**src/rtl/wbuf_pkg.sv**
```systemverilog
package wbuf_pkg;
    localparam int ADDR_W = 32;
    localparam int DATA_W = 32;
    localparam int STRB_W = DATA_W / 8;
    localparam int OFF_W  = $clog2(STRB_W);
    localparam int WORD_W = ADDR_W - OFF_W;

    typedef struct packed {
        logic [ADDR_W-1:0] addr;
        logic [DATA_W-1:0] data;
        logic [STRB_W-1:0] strb;
    } st_entry_t;

    typedef enum logic [1:0] {
        ARB_IDLE = 2'd0,
        ARB_RD   = 2'd1,
        ARB_WR   = 2'd2
    } arb_state_e;
endpackage

```
**src/rtl/wbuf_queue.sv**
```systemverilog
module wbuf_queue
    import wbuf_pkg::*;
#(
    parameter int DEPTH = 4
) (
    input  logic              clk,
    input  logic              rst,
    input  logic              push,
    input  st_entry_t         push_ent,
    input  logic              pop,
    output st_entry_t         head_ent,
    output logic              empty,
    output logic              full,
    input  logic [WORD_W-1:0] lk_word,
    output logic              lk_hit,
    output logic              lk_cover,
    output logic [DATA_W-1:0] lk_data
);
    // DEPTH must be a power of two; pointers wrap naturally
    localparam int PW = $clog2(DEPTH);
    localparam int CW = $clog2(DEPTH + 1);

    typedef struct packed {
        st_entry_t [DEPTH-1:0] ent;
        logic [PW-1:0]         head;
        logic [PW-1:0]         tail;
        logic [CW-1:0]         cnt;
    } q_state_t;

    q_state_t q_d, q_q;

    assign empty    = (q_q.cnt == '0);
    assign full     = (q_q.cnt == CW'(DEPTH));
    assign head_ent = q_q.ent[q_q.head];

    always_comb begin
        q_d = q_q;
        if (push) begin
            q_d.ent[q_q.tail] = push_ent;
            q_d.tail          = q_q.tail + 1'b1;
        end
        if (pop) begin
            q_d.head = q_q.head + 1'b1;
        end
        q_d.cnt = q_q.cnt + CW'(push) - CW'(pop);
    end

    // oldest to youngest scan; the last match written is the youngest
    always_comb begin
        lk_hit   = 1'b0;
        lk_cover = 1'b0;
        lk_data  = '0;
        for (int i = 0; i < DEPTH; i++) begin
            logic [PW-1:0] idx;
            idx = q_q.head + PW'(i);
            if ((CW'(i) < q_q.cnt) &&
                (q_q.ent[idx].addr[ADDR_W-1:OFF_W] == lk_word)) begin
                lk_hit   = 1'b1;
                lk_cover = &q_q.ent[idx].strb;
                lk_data  = q_q.ent[idx].data;
            end
        end
    end

    always_ff @(posedge clk) begin
        if (rst) q_q <= '0;
        else     q_q <= q_d;
    end
endmodule

```
**src/rtl/wbuf_sched.sv**
```systemverilog
module wbuf_sched
    import wbuf_pkg::*;
#(
    parameter int LIMIT = 8
) (
    input  logic              clk,
    input  logic              rst,
    input  logic              ld_req,
    input  logic [ADDR_W-1:0] ld_addr,
    input  logic              lk_hit,
    input  logic              lk_cover,
    input  logic [DATA_W-1:0] lk_data,
    input  logic              q_empty,
    input  logic              q_full,
    input  st_entry_t         head_ent,
    output logic              pop,
    output logic              ld_rsp_valid,
    output logic [DATA_W-1:0] ld_rsp_data,
    output logic              mem_req,
    output logic              mem_we,
    output logic [ADDR_W-1:0] mem_addr,
    output logic [DATA_W-1:0] mem_wdata,
    output logic [STRB_W-1:0] mem_wstrb,
    input  logic [DATA_W-1:0] mem_rdata,
    input  logic              mem_ready
);
    localparam int CNT_W = $clog2(LIMIT + 1);

    typedef struct packed {
        arb_state_e        st;
        logic [CNT_W-1:0]  cnt;
        logic              we;
        logic [ADDR_W-1:0] addr;
        logic [DATA_W-1:0] data;
        logic [STRB_W-1:0] strb;
    } sch_state_t;

    sch_state_t s_d, s_q;
    logic             force_wr;
    logic             grant_wr;
    logic [CNT_W-1:0] cnt_bump;

    assign force_wr = !q_empty && (q_full || (s_q.cnt >= CNT_W'(LIMIT)));
    assign cnt_bump = q_empty ? '0 :
                      ((s_q.cnt == CNT_W'(LIMIT)) ? s_q.cnt : s_q.cnt + 1'b1);

    always_comb begin
        s_d          = s_q;
        grant_wr     = 1'b0;
        pop          = 1'b0;
        ld_rsp_valid = 1'b0;
        ld_rsp_data  = '0;
        unique case (s_q.st)
            ARB_IDLE: begin
                if (force_wr || (ld_req && lk_hit && !lk_cover)) begin
                    grant_wr = 1'b1;
                end else if (ld_req && lk_hit) begin
                    ld_rsp_valid = 1'b1;
                    ld_rsp_data  = lk_data;
                    s_d.cnt      = cnt_bump;
                end else if (ld_req) begin
                    s_d.st   = ARB_RD;
                    s_d.we   = 1'b0;
                    s_d.addr = ld_addr;
                    s_d.strb = '0;
                    s_d.cnt  = cnt_bump;
                end else if (!q_empty) begin
                    grant_wr = 1'b1;
                end
            end
            ARB_RD: begin
                if (mem_ready) begin
                    ld_rsp_valid = 1'b1;
                    ld_rsp_data  = mem_rdata;
                    s_d.st       = ARB_IDLE;
                end
            end
            ARB_WR: begin
                if (mem_ready) s_d.st = ARB_IDLE;
            end
            default: s_d.st = ARB_IDLE;
        endcase
        if (grant_wr) begin
            pop      = 1'b1;
            s_d.st   = ARB_WR;
            s_d.we   = 1'b1;
            s_d.addr = head_ent.addr;
            s_d.data = head_ent.data;
            s_d.strb = head_ent.strb;
            s_d.cnt  = '0;
        end
    end

    assign mem_req   = (s_q.st != ARB_IDLE);
    assign mem_we    = s_q.we;
    assign mem_addr  = s_q.addr;
    assign mem_wdata = s_q.data;
    assign mem_wstrb = s_q.strb;

    always_ff @(posedge clk) begin
        if (rst) s_q <= '0;
        else     s_q <= s_d;
    end
endmodule

```
**src/rtl/wbuf_arb.sv**
```systemverilog
module wbuf_arb
    import wbuf_pkg::*;
#(
    parameter int DEPTH        = 4,
    parameter int STARVE_LIMIT = 8
) (
    input  logic              clk,
    input  logic              rst,
    input  logic              st_valid,
    output logic              st_ready,
    input  logic [ADDR_W-1:0] st_addr,
    input  logic [DATA_W-1:0] st_data,
    input  logic [STRB_W-1:0] st_strb,
    input  logic              ld_req,
    input  logic [ADDR_W-1:0] ld_addr,
    output logic              ld_rsp_valid,
    output logic [DATA_W-1:0] ld_rsp_data,
    output logic              mem_req,
    output logic              mem_we,
    output logic [ADDR_W-1:0] mem_addr,
    output logic [DATA_W-1:0] mem_wdata,
    output logic [STRB_W-1:0] mem_wstrb,
    input  logic [DATA_W-1:0] mem_rdata,
    input  logic              mem_ready
);
    st_entry_t         push_ent;
    st_entry_t         head_ent;
    logic              q_empty;
    logic              q_full;
    logic              q_pop;
    logic              lk_hit;
    logic              lk_cover;
    logic [DATA_W-1:0] lk_data;

    assign st_ready      = !q_full;
    assign push_ent.addr = st_addr;
    assign push_ent.data = st_data;
    assign push_ent.strb = st_strb;

    wbuf_queue #(.DEPTH(DEPTH)) u_queue (
        .clk      (clk),
        .rst      (rst),
        .push     (st_valid && st_ready),
        .push_ent (push_ent),
        .pop      (q_pop),
        .head_ent (head_ent),
        .empty    (q_empty),
        .full     (q_full),
        .lk_word  (ld_addr[ADDR_W-1:OFF_W]),
        .lk_hit   (lk_hit),
        .lk_cover (lk_cover),
        .lk_data  (lk_data)
    );

    wbuf_sched #(.LIMIT(STARVE_LIMIT)) u_sched (
        .clk          (clk),
        .rst          (rst),
        .ld_req       (ld_req),
        .ld_addr      (ld_addr),
        .lk_hit       (lk_hit),
        .lk_cover     (lk_cover),
        .lk_data      (lk_data),
        .q_empty      (q_empty),
        .q_full       (q_full),
        .head_ent     (head_ent),
        .pop          (q_pop),
        .ld_rsp_valid (ld_rsp_valid),
        .ld_rsp_data  (ld_rsp_data),
        .mem_req      (mem_req),
        .mem_we       (mem_we),
        .mem_addr     (mem_addr),
        .mem_wdata    (mem_wdata),
        .mem_wstrb    (mem_wstrb),
        .mem_rdata    (mem_rdata),
        .mem_ready    (mem_ready)
    );
endmodule

```
**config.mk**
```make
export PLATFORM = sky130hd
export DESIGN_NAME = wbuf_arb
export DESIGN_NICKNAME = d
export VERILOG_FILES = /design/src/rtl/wbuf_pkg.sv /design/src/rtl/wbuf_queue.sv /design/src/rtl/wbuf_sched.sv /design/src/rtl/wbuf_arb.sv
export SDC_FILE = /design/constraint.sdc
export NUM_CORES = 1
export LEC_CHECK = 0
export CORE_MARGIN = 1
export CORE_UTILIZATION = 40
export DETAILED_ROUTE_END_ITERATION = 6
export DONT_BUFFER_PORTS = 1
export HOLD_SLACK_MARGIN = 0.03
export SLEW_MARGIN = 10
export SYNTH_ARGS = -nofsm -noshare
export SYNTH_HDL_FRONTEND = slang
export SYNTH_SLANG_ARGS = --single-unit
```
**constraint.sdc**
```tcl
create_clock -name clk -period 5.6 [get_ports clk]
set_clock_uncertainty 0.2 [all_clocks]
set_input_delay 1.12 -clock clk [delete_from_list [all_inputs] [get_ports clk]]
set_output_delay 1.12 -clock clk [all_outputs]
set_load 0.02 [all_outputs]
```
### After elaboration in Yosys (flattened, before gate mapping)

Cells that the tools add are included.
Widths: inputs -> output; s select.

| storage, ports and cells | value |
|---|---|
| bits of input ports | 137 |
| output and inout port bits | 104 |
| logic and storage cells | 141 |
| bits in registers | 354 |

| cells by class | value |
|---|---|
| reduce and logical (&&, ||, !) cells | 30 |
| bitwise gates (word level) | 1 |
| eq/ne operators | 18 |
| order comparisons | 11 |
| add/subtract/negate cells | 7 |
| muxes and demuxes | 52 |

Operator list:

| kind | count |
|---|---|
| $bmux 68 s2 | 4 |
| $mux 68 | 5 |
| $bwmux 272 | 1 |
| $mux 32 | 7 |
| $demux 68 s2 | 1 |
| $eq 30x30->1 | 4 |
| $mux 39 | 2 |
| $mux 75 | 1 |
| $pmux 32 s2 | 1 |
| $mux 37 | 1 |
| $mux 33 | 1 |
| $mux 4 | 7 |
| $reduce_and 4->1 | 7 |
| $mux 1 | 17 |
| $lt 2x3->1 const B | 5 |
| $logic_and 1x1->1 | 9 |
| $ne 3x2->1 const B | 3 |
| $reduce_bool 2->1 | 4 |
| $lt 1x3->1 const A | 2 |
| $lt 2x3->1 const A | 2 |
| $ne 2x1->1 const B | 3 |
| $ne 2x2->1 const B | 3 |
| $add 2x1->2 const B | 2 |
| $add 2x2->2 const B | 2 |
| 20 further kinds | 25 |

### Longest topological paths before layout

| depth | value |
|---|---|
| depth after elaboration | 15 |
| gate-level depth with buffers | 21 |
| gate-level depth less buffers | 17 |

### By module

A second synthesis with hierarchy kept.

| second synthesis, totals | value |
|---|---|
| cells, all modules | 2652 |
| area total of the unflattened synthesis | 23151.0 µm² |

By module, submodules not included:

| module | seq. area each (µm²) | times used | cells an instance | area each (µm²) |
|---|---|---|---|---|
| wbuf_queue | 5585.4 | 1 | 2063 | 18587.8 |
| wbuf_sched | 1501.4 | 1 | 587 | 4553.1 |
| wbuf_arb | 0.0 | 1 | 2 | 10.0 |

### Least setup slack after synthesis

No wires, ideal clock.

| timing | value |
|---|---|
| kind | input to output |
| start point | in ld_addr[10] |
| end point | out ld_rsp_data[24] |
| slack | 0.097 ns |
| required time | 4.280 ns |
| stages on the path | 12 |
| arrival time | 4.183 ns |
| buffers on the path | 2 |
| cells stage by stage | clkbuf_1 -> nor2_1 -> or4_1 -> a21oi_1 -> nand4_1 -> or4_1 -> or2_1 -> nand2_1 -> o311a_1 -> nand2_1 -> clkbuf_1 -> o21ai_0 |

| between the ends | value |
|---|---|
| word-level cells in the longest chain between the ends | 11 |
| elaborated cells on any way between the ends | 27 |
| classes of those cells | 4 x eq/ne; 15 x mux; 8 x reduce/logical |

RTL lines:

| item | RTL line | text |
|---|---|---|
| start, declared | wbuf_arb.sv:15 | `input logic [ADDR_W-1:0] ld_addr,` |
| $eq 30x30->1 | wbuf_queue.sv:57 | `(q_q.ent[idx].addr[ADDR_W-1:OFF_W] == lk_word)) begin` |
| $logic_and 1x1->1 | wbuf_queue.sv:56 | `if ((CW'(i) < q_q.cnt) &&` |
| $mux 1 (4 in series) | wbuf_queue.sv:56 |  |
| $logic_and 1x1->1 / $logic_not 1->1 (equally long branches) | wbuf_sched.sv:55, wbuf_sched.sv:57 |  |
| $logic_and 1x1->1 | wbuf_sched.sv:55 | `if (force_wr \|\| (ld_req && lk_hit && !lk_cover)) begin` |
| $logic_or 1x1->1 | wbuf_sched.sv:55 |  |
| $mux 32 (*) | wbuf_sched.sv:55 |  |
| $pmux 32 s2 (*) | wbuf_sched.sv:53 | `unique case (s_q.st)` |
| end, declared | wbuf_arb.sv:17 | `output logic [DATA_W-1:0] ld_rsp_data,` |

Every way passes the cells marked *; elsewhere a longest branch is shown, timed or not.

### Worst setup path in the final report

| timing | value |
|---|---|
| start point | reg u_queue.q_q[5] (netlist name) |
| end point | out ld_rsp_data[31] |

| between the ends | value |
|---|---|
| word-level cells in the longest chain between the ends | 13 |
| elaborated cells on any way between the ends | 42 |
| classes of those cells | 3 x add/sub; 4 x eq/ne; 23 x mux; 12 x reduce/logical |

RTL lines:

| item | RTL line | text |
|---|---|---|
| start, declared | wbuf_queue.sv:30 | `q_state_t q_d, q_q;` |
| start signal, assigned | wbuf_queue.sv:67 | `else q_q <= q_d;` |
| $add 2x1->2 / $bmux 68 s2 (equally long branches) | -- |  |
| $bmux 68 s2 / $mux 68 (equally long branches) | wbuf_queue.sv:57, wbuf_queue.sv:59, wbuf_queue.sv:60 |  |
| $mux 68 (implied by the code) / $eq 30x30->1 (equally long branches) | wbuf_queue.sv:57 |  |
| $eq 30x30->1 / $logic_and 1x1->1 (equally long branches) | wbuf_queue.sv:57, wbuf_queue.sv:56 |  |
| $logic_and 1x1->1 / $mux 1 (equally long branches) | wbuf_queue.sv:56 |  |
| $mux 1 (3 in series) | wbuf_queue.sv:56 |  |
| $logic_and 1x1->1 / $logic_not 1->1 (equally long branches) | wbuf_sched.sv:55, wbuf_sched.sv:57 |  |
| $logic_and 1x1->1 | wbuf_sched.sv:55 |  |
| $logic_or 1x1->1 | wbuf_sched.sv:55 |  |
| $mux 32 (*) | wbuf_sched.sv:55 |  |
| $pmux 32 s2 (*) | wbuf_sched.sv:53 |  |

Every way passes the cells marked *; elsewhere a longest branch is shown, timed or not. The select of a mux whose other input is x is not followed.

==> results.sh <==
export IMPL_status="complete, but fails checks"
export IMPL_violations="setup timing"
export IMPL_yosys_cell_types_count=78
export IMPL_htreeDepth=2
export IMPL_syn_nets=2963
export IMPL_worst_pin_slew_ps=1220
export IMPL_finalCriticalPeriod_ps=5720
export IMPL_antenna_found_initial=0
export IMPL_dr_pass1_iters=7
export IMPL_synth_area_leaders="dfxtp_1 (32%), nand2_1 (11%), mux2i_1 (9.0%)"
export IMPL_rows=85
export IMPL_clock_latency_ps=610
export IMPL_hold_buffers=0
export IMPL_cts_buffer_depth=3
export IMPL_utilization=0.464
export IMPL_tritoncts="yes"
export IMPL_clockRootBuffer="clkbuf_16"
export IMPL_worstPathRequired_ps=4280
export IMPL_setup_viol=32
export IMPL_finalPower_mw=9.92
export IMPL_synthFlopType="dfxtp_1"
export IMPL_grt_max_degree=355
export IMPL_hold_viol=0
export IMPL_worstRegToRegCells=23
export IMPL_ys_seq_area_frac=0.323
export IMPL_wirelength_um=81200
export IMPL_hold_depth=2
export IMPL_die_h_um=236
export IMPL_overflow=0
export IMPL_synth_common_cells="nand2_1 (671), a21oi_1 (369), dfxtp_1 (354)"
export IMPL_route_detailed_drc=0
export IMPL_die_x_um=236
export IMPL_r2r_setup_slack_ps=780
export IMPL_r2r_start="u_queue.q_q[5]"
export IMPL_gp_congestion=1.02
export IMPL_synth_top_area_frac=0.323
export IMPL_maxCapViolCount=0
export IMPL_synth_area_sq_um=22000
export IMPL_drive_gt1_frac=0.175
export IMPL_fmax_mhz=175
export IMPL_ir_worst_vdd_v=0.000313
export IMPL_synth_edff_count=0
export IMPL_nNetsFinal=2844
export IMPL_yosysWarnings=0
export IMPL_met3_usage=0.0664
export IMPL_syn2layout_area_growth_pct=14.1
export IMPL_routed_via_density=6.03
export IMPL_pin_count=241
export IMPL_slew_viol_final=0
export IMPL_avgRoutedWirePerCell_um=23.8
export IMPL_synth_top_area_cell="dfxtp_1"
export IMPL_ant_nets=0
export IMPL_cp_arrival_ps=4400
export IMPL_port_buffers=0
export IMPL_grt_met2_usage=0.439
export IMPL_globalRouteTotalUtil=0.278
export IMPL_rsz0062_at_grt="true"
export IMPL_path_clk_slew_ps=70
export IMPL_fillerInstances=5157
export IMPL_fin_cells=3418
export IMPL_core_area_sq_um=54000
export IMPL_syn_instance_count=2812
export IMPL_max_slew_margin_rel=0.185
export IMPL_cp_max_fo=17
export IMPL_gr_max_usage_layer="met2"
export IMPL_p_leak_nw=8.32
export IMPL_hp_class="reg2reg"
export IMPL_place_ws_ps=142
export IMPL_r2r_end="u_queue.q_q[2]"
export IMPL_period_share=1.02
export IMPL_grt_pass1_wl_um=120000
export IMPL_powerDensity_nw_per_um2=396
export IMPL_min_to="u_queue.q_q[179]"
export IMPL_fin_ws_ps=-115
export IMPL_yosysMostFrequentCell="nand2_1"
export IMPL_num_antenna_cells=0
export IMPL_initial_utilization=0.407
export IMPL_cp_end_kind="output port"
export IMPL_cts_made_buffers=42
export IMPL_cts_sinks=354
export IMPL_avgSynthCellArea_sq_um=7.81
export IMPL_grt_pass1_vias=19300
export IMPL_met1_usage=0.372
export IMPL_dp_cells=3312
export IMPL_die_area_sq_um=55900
export IMPL_crit_type="reg2out"
export IMPL_async_flop_share=0
export IMPL_ys_ff_latch=354
export IMPL_min_from="u_queue.q_q[179]"
export IMPL_start_kind="register"
export IMPL_hold_slack_ps=258
export IMPL_first_iter_violations=2265
export IMPL_hpwl_um=53700
export IMPL_vias=20600
-- placed cells by master, fill, tap and decap left out, types with 7 or more instances in the layout --
cell       instances
a221oi_2          10
clkbuf_16         47
a22oi_1           12
o21ai_0          105
a21oi_1          365
nor3_1            30
o211ai_1          39
xnor2_2           10
buf_6             25
mux2i_2           23
dfxtp_1          352
a211oi_1          26
a221oi_1           7
nand2_1          664
nand4_1           21
ha_1              13
a2bb2oi_1         24
mux2i_1          167
o21ai_1           29
buf_4             96
inv_1             21
xnor2_1           60
mux2i_4            7
o21ai_2           10
buf_12            20
o2bb2ai_1          7
nand3_1           13
mux4_2            49
o22ai_1           13
and3_1             7
mux2_2            75
nor2_1           174
xor2_1            28
-- power breakdown --
group / switching (mW) / internal (mW)
combinational: 2.31 / 1.50
clock: 1.17 / 1.71
sequential: 0.409 / 2.82
-- stage by stage --
| stage | cell area (sq um) | TNS, ps |
|---|---|---|
| after floorplan | 22000 | 0 |
| after global placement | 22300 | 0 |
| after detailed placement | 22300 | 0 |
| after CTS | 24400 | -566 |
| after global routing | 25100 | -5560 |
| final | 25100 | -2450 |
-- how the worst max path moves through the flow --
stage,startpoint,endpoint,slack (ps),cells past startpoint
after CTS,u_queue.q_q[5],ld_rsp_data[31],-50,16
after global placement,ld_addr[11],ld_rsp_data[16],170,14
after detailed placement,ld_addr[11],ld_rsp_data[16],140,14
after global routing,u_queue.q_q[5],ld_rsp_data[31],-220,18
final,u_queue.q_q[5],ld_rsp_data[31],-120,18
after floorplan,ld_addr[10],ld_rsp_data[24],100,12
-- area by class of cell --
| type | count | area (sq um) | share of cell area |
|---|---|---|---|
| multi-input cells | 2120 | 13900 | 0.554 |
| repair buffers | 153 | 1680 | 0.0671 |
| clock buffers | 55 | 1200 | 0.0480 |
| inverters | 22 | 82.6 | 0.00330 |
| flip-flops and latches | 354 | 7090 | 0.283 |
| clock inverters | 18 | 248 | 0.00989 |
| well taps | 696 | 871 | 0.0348 |
-- routing by layer --
metal / vias up / routed length [um]
met2: 992 / 36600
met4: 0 / 2730
met3: 161 / 7930
li1: 9498 / -
met1: 9957 / 34000
met5: - / 0
-- flip-flops by register name, summed over array words and instances, names as in the netlist --
signal and count:
u_sched.s_q 6, u_sched.mem_we 1, u_sched.mem_wdata 32, u_sched.mem_addr 32, u_sched.mem_wstrb 4, u_queue.q_q 279
-- critical path: stages, from the launching register on --
cell and delay [ps]:
dfxtp_4 360, buf_12 150, buf_12 140, buf_6 150
mux2i_2 190, buf_4 180, a222oi_1 490, o21ai_0 170
nor2_1 210, nand3_2 140, or3_4 450, nand4b_4 140
nand2_4 70, o211ai_1 170, buf_4 170, buf_12 160
a2bb2oi_1 180, o21ai_0 110, buf_4 170
-- cell families (layout without fill, tap and decap cells) --
family	after synthesis	in the layout	share of synthesized area
xor+xnor	101	101	0.0403
simple gates	972	972	0.180
flops	354	354	0.323
mux	322	322	0.179
compound gates	711	711	0.194
fa+ha+maj	14	14	0.00832
buf+inv	338	248	0.0765
-- timing repair --
item	in CTS	in global routing
gates cloned	5	4
resized for setup	93	103
setup buffers	16	9
endpoints found under the setup margin	33	32
pin swaps	4	22
Note: power is estimated with default switching activity, not from simulation.
